==> config.mk <==
export PLATFORM = sky130hd
export DESIGN_NAME = hst_err_irq_agg
export DESIGN_NICKNAME = d
export VERILOG_FILES = /design/src/rtl/hea_pkg.sv /design/src/rtl/hea_src_latch.sv /design/src/rtl/hea_usec_tick.sv /design/src/rtl/hst_err_irq_agg.sv
export SDC_FILE = /design/constraint.sdc
export NUM_CORES = 1
export LEC_CHECK = 0
export CORE_ASPECT_RATIO = 0.9
export CORE_UTILIZATION = 44
export DETAILED_ROUTE_END_ITERATION = 6
export PLACE_DENSITY = 0.77
export SKIP_LAST_GASP = 1
export SLEW_MARGIN = 20
export SYNTH_ARGS = -nofsm -noshare
export SYNTH_HDL_FRONTEND = slang
export SYNTH_SLANG_ARGS = --single-unit
==> constraint.sdc <==
create_clock -name clk_i -period 1.65 [get_ports clk_i]
set_input_delay 0.2475 -clock clk_i [delete_from_list [all_inputs] [get_ports clk_i]]
set_output_delay 0.2475 -clock clk_i [all_outputs]
set_load 0.05 [all_outputs]
==> src/rtl/hea_pkg.sv <==
package hea_pkg;
  // register word indices (byte offset = index * 4)
  localparam int unsigned IDX_PRI_STAT = 0;
  localparam int unsigned IDX_PRI_MASK = 1;
  localparam int unsigned IDX_EXT_STAT = 2;
  localparam int unsigned IDX_EXT_MASK = 3;
  localparam int unsigned IDX_ROUTE    = 4;
  localparam int unsigned IDX_MASTER   = 5;
  localparam int unsigned IDX_RD_CAP   = 6;
  localparam int unsigned IDX_WR_CAP   = 7;
  localparam int unsigned IDX_BUSY     = 8;
  localparam int unsigned IDX_CTXSW    = 9;
  localparam int unsigned IDX_USEC     = 10;

  // bit positions that software relies on
  localparam int unsigned EXT_BASE_BIT = 30;  // read source at 30, write source at 31
  localparam int unsigned PRI_EXT_BIT  = 31;
  localparam int unsigned ROUTE_BIT    = 0;
  localparam int unsigned MASTER_BIT   = 0;

  localparam int unsigned NUM_SRC = 2;        // 0: read timeout, 1: write timeout
endpackage

==> src/rtl/hea_src_latch.sv <==
module hea_src_latch #(
  parameter int unsigned CAP_W = 32
) (
  input  logic             clk_i,
  input  logic             rst_i,
  input  logic             evt_i,
  input  logic             accept_i,
  input  logic [CAP_W-1:0] addr_i,
  input  logic             clr_i,
  output logic             stat_o,
  output logic [CAP_W-1:0] cap_o
);
  logic set_w;
  assign set_w = evt_i & accept_i;

  always_ff @(posedge clk_i) begin
    if (rst_i) begin
      stat_o <= 1'b0;
      cap_o  <= '0;
    end else begin
      // a new event outranks a clear in the same cycle
      stat_o <= (stat_o & ~clr_i) | set_w;
      if (set_w && !stat_o) begin
        cap_o <= addr_i;
      end
    end
  end
endmodule

==> src/rtl/hea_usec_tick.sv <==
module hea_usec_tick #(
  parameter int unsigned DIV_W = 8
) (
  input  logic             clk_i,
  input  logic             rst_i,
  input  logic [DIV_W-1:0] div_i,
  input  logic             restart_i,
  output logic             tick_o
);
  logic [DIV_W-1:0] cnt_q;

  always_ff @(posedge clk_i) begin
    if (rst_i || restart_i || div_i == '0) begin
      cnt_q  <= '0;
      tick_o <= 1'b0;
    end else if (cnt_q == div_i - DIV_W'(1)) begin
      cnt_q  <= '0;
      tick_o <= 1'b1;
    end else begin
      cnt_q  <= cnt_q + DIV_W'(1);
      tick_o <= 1'b0;
    end
  end
endmodule

==> src/rtl/hst_err_irq_agg.sv <==
module hst_err_irq_agg
  import hea_pkg::*;
#(
  parameter int unsigned ADDR_W = 6,
  parameter int unsigned DATA_W = 32,
  parameter int unsigned CAP_W  = 32,
  parameter int unsigned BUSY_W = 16,
  parameter int unsigned CTX_W  = 8,
  parameter int unsigned DIV_W  = 8,
  parameter logic [BUSY_W-1:0] BUSY_RST = BUSY_W'(64),
  parameter logic [DIV_W-1:0]  DIV_RST  = DIV_W'(24)
) (
  input  logic              clk_i,
  input  logic              rst_i,
  input  logic              wr_en_i,
  input  logic [ADDR_W-1:0] wr_addr_i,
  input  logic [DATA_W-1:0] wr_data_i,
  input  logic              rd_en_i,
  input  logic [ADDR_W-1:0] rd_addr_i,
  output logic [DATA_W-1:0] rd_data_o,
  input  logic              rd_tmo_i,
  input  logic [CAP_W-1:0]  rd_tmo_addr_i,
  input  logic              wr_tmo_i,
  input  logic [CAP_W-1:0]  wr_tmo_addr_i,
  output logic              irq_cpu0_o,
  output logic              usec_tick_o,
  output logic [BUSY_W-1:0] busy_tmo_o,
  output logic [CTX_W-1:0]  ctxsw_tmo_o
);
  localparam int unsigned WORD_W = ADDR_W - 2;

  function automatic logic hit(input logic [WORD_W-1:0] w, input int unsigned idx);
    return w == WORD_W'(idx);
  endfunction

  logic [WORD_W-1:0] wword, rword;
  assign wword = wr_addr_i[ADDR_W-1:2];
  assign rword = rd_addr_i[ADDR_W-1:2];

  logic unused_ok;
  assign unused_ok = ^{wr_addr_i[1:0], rd_addr_i[1:0], wr_data_i};

  // configuration and mask state
  logic               pri_mask_q;
  logic [NUM_SRC-1:0] ext_mask_q;
  logic               route_q;
  logic               master_q;
  logic [BUSY_W-1:0]  busy_q;
  logic [CTX_W-1:0]   ctx_q;
  logic [DIV_W-1:0]   div_q;
  logic               pri_stat_q;
  logic               irq_q;
  logic [DATA_W-1:0]  rdata_q;

  // per-source latches
  logic               ext_clr_wr, pri_clr_wr, evt_accept, ext_pend;
  logic [NUM_SRC-1:0] src_evt, src_clr, ext_stat;
  logic [CAP_W-1:0]   src_addr [NUM_SRC];
  logic [CAP_W-1:0]   src_cap  [NUM_SRC];

  assign ext_clr_wr  = wr_en_i && hit(wword, IDX_EXT_STAT);
  assign pri_clr_wr  = wr_en_i && hit(wword, IDX_PRI_STAT) && wr_data_i[PRI_EXT_BIT];
  assign evt_accept  = busy_q != '0;
  assign src_evt     = {wr_tmo_i, rd_tmo_i};
  assign src_addr[0] = rd_tmo_addr_i;
  assign src_addr[1] = wr_tmo_addr_i;

  for (genvar g = 0; g < NUM_SRC; g++) begin : g_src
    assign src_clr[g] = ext_clr_wr & wr_data_i[EXT_BASE_BIT + g];
    hea_src_latch #(.CAP_W(CAP_W)) u_src (
      .clk_i    (clk_i),
      .rst_i    (rst_i),
      .evt_i    (src_evt[g]),
      .accept_i (evt_accept),
      .addr_i   (src_addr[g]),
      .clr_i    (src_clr[g]),
      .stat_o   (ext_stat[g]),
      .cap_o    (src_cap[g])
    );
  end

  assign ext_pend = |(ext_stat & ext_mask_q);

  // register writes
  always_ff @(posedge clk_i) begin
    if (rst_i) begin
      pri_mask_q <= 1'b0;
      ext_mask_q <= '0;
      route_q    <= 1'b0;
      master_q   <= 1'b0;
      busy_q     <= BUSY_RST;
      ctx_q      <= '1;
      div_q      <= DIV_RST;
    end else if (wr_en_i) begin
      if (hit(wword, IDX_PRI_MASK)) pri_mask_q <= wr_data_i[PRI_EXT_BIT];
      if (hit(wword, IDX_EXT_MASK)) ext_mask_q <= wr_data_i[EXT_BASE_BIT +: NUM_SRC];
      if (hit(wword, IDX_ROUTE))    route_q    <= wr_data_i[ROUTE_BIT];
      if (hit(wword, IDX_MASTER))   master_q   <= wr_data_i[MASTER_BIT];
      if (hit(wword, IDX_BUSY))     busy_q     <= wr_data_i[BUSY_W-1:0];
      if (hit(wword, IDX_CTXSW))    ctx_q      <= wr_data_i[CTX_W-1:0];
      if (hit(wword, IDX_USEC))     div_q      <= wr_data_i[DIV_W-1:0];
    end
  end

  // summary status and interrupt line
  always_ff @(posedge clk_i) begin
    if (rst_i) begin
      pri_stat_q <= 1'b0;
      irq_q      <= 1'b0;
    end else begin
      pri_stat_q <= (pri_stat_q & ~pri_clr_wr) | ext_pend;
      irq_q      <= pri_stat_q & pri_mask_q & route_q & master_q;
    end
  end

  // read path
  logic [DATA_W-1:0] rd_word;
  always_comb begin
    rd_word = '0;
    case (rword)
      WORD_W'(IDX_PRI_STAT): rd_word[PRI_EXT_BIT] = pri_stat_q;
      WORD_W'(IDX_PRI_MASK): rd_word[PRI_EXT_BIT] = pri_mask_q;
      WORD_W'(IDX_EXT_STAT): rd_word[EXT_BASE_BIT +: NUM_SRC] = ext_stat;
      WORD_W'(IDX_EXT_MASK): rd_word[EXT_BASE_BIT +: NUM_SRC] = ext_mask_q;
      WORD_W'(IDX_ROUTE):    rd_word[ROUTE_BIT] = route_q;
      WORD_W'(IDX_MASTER):   rd_word[MASTER_BIT] = master_q;
      WORD_W'(IDX_RD_CAP):   rd_word = DATA_W'(src_cap[0]);
      WORD_W'(IDX_WR_CAP):   rd_word = DATA_W'(src_cap[1]);
      WORD_W'(IDX_BUSY):     rd_word = DATA_W'(busy_q);
      WORD_W'(IDX_CTXSW):    rd_word = DATA_W'(ctx_q);
      WORD_W'(IDX_USEC):     rd_word = DATA_W'(div_q);
      default:               rd_word = '0;
    endcase
  end

  always_ff @(posedge clk_i) begin
    if (rst_i)        rdata_q <= '0;
    else if (rd_en_i) rdata_q <= rd_word;
  end

  hea_usec_tick #(.DIV_W(DIV_W)) u_tick (
    .clk_i     (clk_i),
    .rst_i     (rst_i),
    .div_i     (div_q),
    .restart_i (wr_en_i && hit(wword, IDX_USEC)),
    .tick_o    (usec_tick_o)
  );

  assign rd_data_o   = rdata_q;
  assign irq_cpu0_o  = irq_q;
  assign busy_tmo_o  = busy_q;
  assign ctxsw_tmo_o = ctx_q;
endmodule

Word-level counts from Yosys, hierarchy flattened
Cells that the tools add are included.

storage, ports and cells
  logic and storage cells = 82
  register bits after elaboration = 146
  output and inout port bits = 58
  input port bits = 114

cells by class
  reduce and logical (&&, ||, !) cells = 23
  bitwise gates (word level) = 17
  equal/unequal tests = 19
  multiplexer cells = 5
  add/sub/neg operators = 2

operators with widths
  cell                                                                 number
  29-bit one-hot mux with 5 select lines                               1
  4-bit by 3-bit == test with 1-bit output (second input constant)     6
  4-bit == test (second input constant)                                6
  4-bit by 2-bit == test with 1-bit output (second input constant)     4
  16-bit nonzero test                                                  1
  2-bit AND reduction                                                  7
  1-bit AND                                                            10
  8-bit by 1-bit adder with 8-bit output (second input constant)       1
  4-bit by 1-bit == test with 1-bit output (second input constant)     2
  8-bit == test                                                        1
  4-bit zero test                                                      2
  8-bit zero test                                                      1
  8-bit by 1-bit subtractor with 8-bit output (second input constant)  1
  1-bit one-hot mux with 7 select lines                                1
  1-bit logical AND                                                    6
  1-bit one-hot mux with 6 select lines                                1
  1-bit one-hot mux with 4 select lines                                1
  2-bit OR reduction                                                   2
  1-bit inverter                                                       3
  1-bit OR                                                             3
  2-bit AND                                                            1
  1-bit zero test                                                      2
  1-bit logical OR                                                     2
  1-bit 2-to-1 mux                                                     1

Depth between registers and ports, before layout
  depth in word-level cells = 6
  depth in mapped cells = 7
  gate-level depth less buffers = 6

Modules after synthesis
From an unflattened synthesis, not the netlist that was laid out.

unflattened totals
  cell total of the unflattened synthesis = 778
  area total of the unflattened synthesis = 7357.1 um^2

by module, submodules not included
  module           times used  area an instance (um^2)  sequential area each (um^2)  cells an instance
  hst_err_irq_agg  1           3742.3                   1421.4                       423
  hea_src_latch    2           1505.2                   660.6                        144
  hea_usec_tick    1           604.3                    180.2                        67

Worst setup path after synthesis
No wires, ideal clock.

  kind = register to register
  start point = register busy_q[2] (netlist: busy_tmo_o[2])
  end point = register g_src[0].u_src.cap_o[17]
  data required time = 1.522 ns
  clock period less this slack = 1.869 ns
  cell stages (with the launch flop) = 6
  slack = -0.219 ns
  arrival = 1.741 ns
  library setup time = 0.128 ns
  path buffers = 1
  path through = dfxtp_1 -> nor4_2 -> a41oi_1 -> buf_4 -> mux2i_1 -> nor2_1

between the ends
  word-level cells in the longest chain between the ends = 3

ends and longest elaborated chain
  element                 line                   source
  from (decl)             hst_err_irq_agg.sv:48  logic [BUSY_W-1:0] busy_q;
  from (signal assigned)  hst_err_irq_agg.sv:99  if (hit(wword, IDX_BUSY)) busy_q <= wr_data_i[BUSY_W-1:0];
  16-bit nonzero test     hst_err_irq_agg.sv:63  assign evt_accept = busy_q != '0;
  1-bit AND               hea_src_latch.sv:14    assign set_w = evt_i & accept_i;
  1-bit logical AND       hea_src_latch.sv:23    if (set_w && !stat_o) begin
  to (signal assigned)    hea_src_latch.sv:24    cap_o <= addr_i;
  to (decl)               hea_src_latch.sv:11    output logic [CAP_W-1:0] cap_o

No other way between the ends.
A chain may end at the register's enable or synchronous reset.

Worst setup path after layout
  start point = register busy_q[5] (netlist: busy_tmo_o[5])
  end point = register g_src[1].u_src.cap_o[21]

between the ends
  word-level cells in the longest chain between the ends = 3

ends and longest elaborated chain
  element               line
  16-bit nonzero test   hst_err_irq_agg.sv:63
  1-bit AND             hea_src_latch.sv:14
  1-bit logical AND     hea_src_latch.sv:23
  to (signal assigned)  hea_src_latch.sv:24
  to (decl)             hea_src_latch.sv:11

No other way between the ends.

==> key figures <==
Worst setup path
  • Crit path launch type: flop
  • Critical path required time: 1.93 ns
  • CP top delay family: buffers and inverters
  • Worst path slowest cell: dfxtp_4
  • Worst setup EP type: flop
  • CP arrival: 1.97 ns
  • Largest stage delay, worst path: 0.36 ns
  • CP max FO: 5
  • Worst path cell trace: nor4_4 > buf_4 > a41oi_4 > buf_12 > buf_12 > mux2i_2 > nor2_1
  • Worst setup path class: reg2reg
  • Most common cell type on the critical path: buf_12
  • Buffers and inverters on the worst path: 3

Detailed routing
  • # DRC: 0
  • Via count: 5692
  • Drt pass-1 iters: 6
  • Vias per cell: 5.56
  • Post-route ant nets: 0
  • Aggregate routed wire length: 18.6 mm
  • Starting DRC count in detailed routing: 476
  • Wirelength per Cell: 18.1 um

CTS
  • Clock latency on the worst-skew pair: 0.44 ns
  • CTS tree: yes
  • Total CTS buffers: 17
  • Worst-path clk slew: 0.06 ns
  • CTS Sinks: 146
  • Number of H-tree levels: 4
  • Number of buffers on the longest clock path: 2
  • Clock Tree Root: clkbuf_16

Layout
  • Finished Layout Cells: 1024
  • Fillcell total: 1100
  • Fraction of layout cells with a size suffix above 1: 23.0%
  • Final nets: 935
  • Final Util: 64.8%
  • # diodes: 0
  • Area Growth Syn to Fin: 43.0%

Global route
  • Antenna violations before repair: 1
  • Grt total ovfl: 0
  • Largest net degree at the start of global routing: 137
  • Vias in the first global route: 5518
  • Gr usage total: 25.3%
  • First-pass GRT wire length: 28.5 mm

Logic synthesis
  • Share of the synthesized area in the top cell type: 45.7%
  • Synth Register Bits: 146
  • Distinct cell type count after synthesis: 52
  • Largest cells by area after synthesis: dfxtp_1 (46%), mux2i_1 (14%), nor2_1 (6.6%), nand2b_1 (2.6%), a21oi_1 (2.2%)
  • Most common flop cell mapped by yosys: dfxtp_1
  • Synth Net Count: 755
  • Syn Area/Cell: 10.0 sq um
  • Synth Instances: 638
  • Ys Warns: 0
  • Synth area leader: dfxtp_1
  • Post-synth EDFFs: 0
  • Post-Synthesis Cell Area: 6390 sq um
  • Fraction of registers with async set/reset: 0%
  • Sequential-to-total area share from yosys stat: 45.7%

Timing
  • RSZ-0062 raised after global routing: true
  • Fmax: 0.594 GHz
  • Slew @ Worst Pin: 0.643 ns
  • Post-layout minimum cycle time: 1.68 ns
  • Worst setup margin: -0.0332 ns
  • Final Max Slew Viols: 0
  • Setup violators final: 13
  • Number of hold violations in the final report: 0
  • Clock Skew: 0.0176 ns
  • Period utilisation layout: 102%
  • Hold WS: 0.0336 ns
  • Relative slew slack: 57.1%

Place
  • IO buf count: 153
  • DPL Wire Length: 12.7 mm
  • Placer's final routability congestion estimate: 0.884
  • Dpl cells: 982

Floorplanning
  • # IOs: 172
  • Die width: 129 um
  • Core Footprint: 14100 sq um
  • Die area: 15000 sq um
  • Initial core utilization: 45.3%
  • Die Ht: 116 um
  • Cell row count: 41

Run status
  • Failing checks: setup timing
  • Outcome: complete, but fails checks

Power and ir drop
  • Power Density: 993 nW/um^2
  • Peak supply drop: 0.000800 V
  • Leak pwr: 3.64 nW

Worst hold path
  • Worst Hold Class: in2reg

Flow run
  • Max Cap Viol: 0
-- kinds of logic (layout without fill, tap and decap cells) --
logic type      after synthesis  in the layout  share of synthesized area [%]
xor+xnor                     19             19                           2.60
buf+inv                      59            251                           4.77
compound gates              106            106                           13.2
fa+ha+maj                     3              3                          0.587
mux                          92             92                           14.9
simple gates                213            214                           18.2
flops                       146            146                           45.7
-- registers in the layout, indices dropped and copies added (netlist names) --
name                flops
busy_tmo_o             16
ext_mask_q              2
div_q                   8
irq_cpu0_o              1
route_q                 1
pri_stat_q              1
pri_mask_q              1
u_tick.cnt_q            8
master_q                1
g_src.u_src.stat_o      2
g_src.u_src.cap_o      64
u_tick.tick_o           1
ctxsw_tmo_o             8
rd_data_o              32
-- report_power, final --
group	switching [W]	total (W)	internal [W]	leakage (nW)
registers	0.000106	0.00377	0.00367	1.20
logic	0.000522	0.00110	0.000575	2.13
clock network	0.00146	0.00421	0.00275	0.310
total	0.00209	0.00908	0.00699	3.64
-- timing repair --
action,in CTS,in global routing
endpoints found under the setup margin,23,58
cloned,1,3
hold endpoints to repair,0,0
buffers inserted,1,6
gates resized for setup,13,13
pin swaps,6,6
hold buffers,0,0
-- placed cells by master, fill, tap and decap left out, types with 10 or more instances in the layout --
cell	Yosys	final
buf_4	8	101
a22o_1	15	15
nand2b_1	27	27
a222oi_1	14	14
xnor2_1	13	10
nor2_1	112	112
dfxtp_2	0	16
clkbuf_16	0	19
dfxtp_1	146	128
a21oi_1	28	28
nand2_1	10	10
clkdlybuf4s50_1	0	89
a22oi_1	13	13
mux2i_1	90	89
a211o_1	11	11
a311oi_1	15	13
nand3b_1	18	18
-- through the flow --
step	power (W)	setup slack (ns)	instance area, sq um	TNS, ns
2_1_floorplan	0.00438	-0.0174	6420	-1.04
3_3_place_gp	0.00484	-0.383	8240	-22.29
3_5_place_dp	0.00486	-0.396	8240	-26.61
4_1_cts	0.00908	-0.0252	8960	-0.0302
5_1_grt	0.00938	-0.102	9140	-2.40
6_report	0.00908	-0.0332	9140	-0.172
-- per-layer routing --
metal	track usage, %	vias to the layer above	share of wire (%)
li1	-	2665	-
met1	30.3	2750	41
met2	42.9	241	49
met3	6.05	34	6.8
met4	12.5	2	2.7
met5	0	-	0.048
-- final cells by class --
cell class	count	area [sq um]	area share (%)
multi-input cells	434	3320	36.3
flip-flops and latches	146	2950	32.3
repair buffers	209	1950	21.3
clock buffers	22	464	5.08
well taps	193	241	2.64
clock inverters	10	180	1.97
inverters	10	37.5	0.411
-- path summary, 6_finish.rpt --
check | start | to | slack, ns | cells past startpoint
max | busy_tmo_o[5] | g_src[1].u_src.cap_o[21] | -0.03 | 7
max reg2reg | busy_tmo_o[5] | g_src[1].u_src.cap_o[21] | -0.03 | 7
min reg2reg | master_q | irq_cpu0_o | 0.47 | 2
min | rst_i | ctxsw_tmo_o[2] | 0.03 | 2
-- cells in the mapped netlist (all sizes together), types with 6 or more instances --
library cell and number:
a21oi 28, a311oi 15, nand2b 27, nor2 112
xor2 6, a22o 15, mux2i 90, nand3b 18
xnor2 13, a22oi 13, dfxtp 146, a222oi 14
nand2 10, buf 23, or3b 9, clkbuf 26
inv 10, a211o 11, nand3 7
Note: power is estimated with default switching activity, not from simulation.
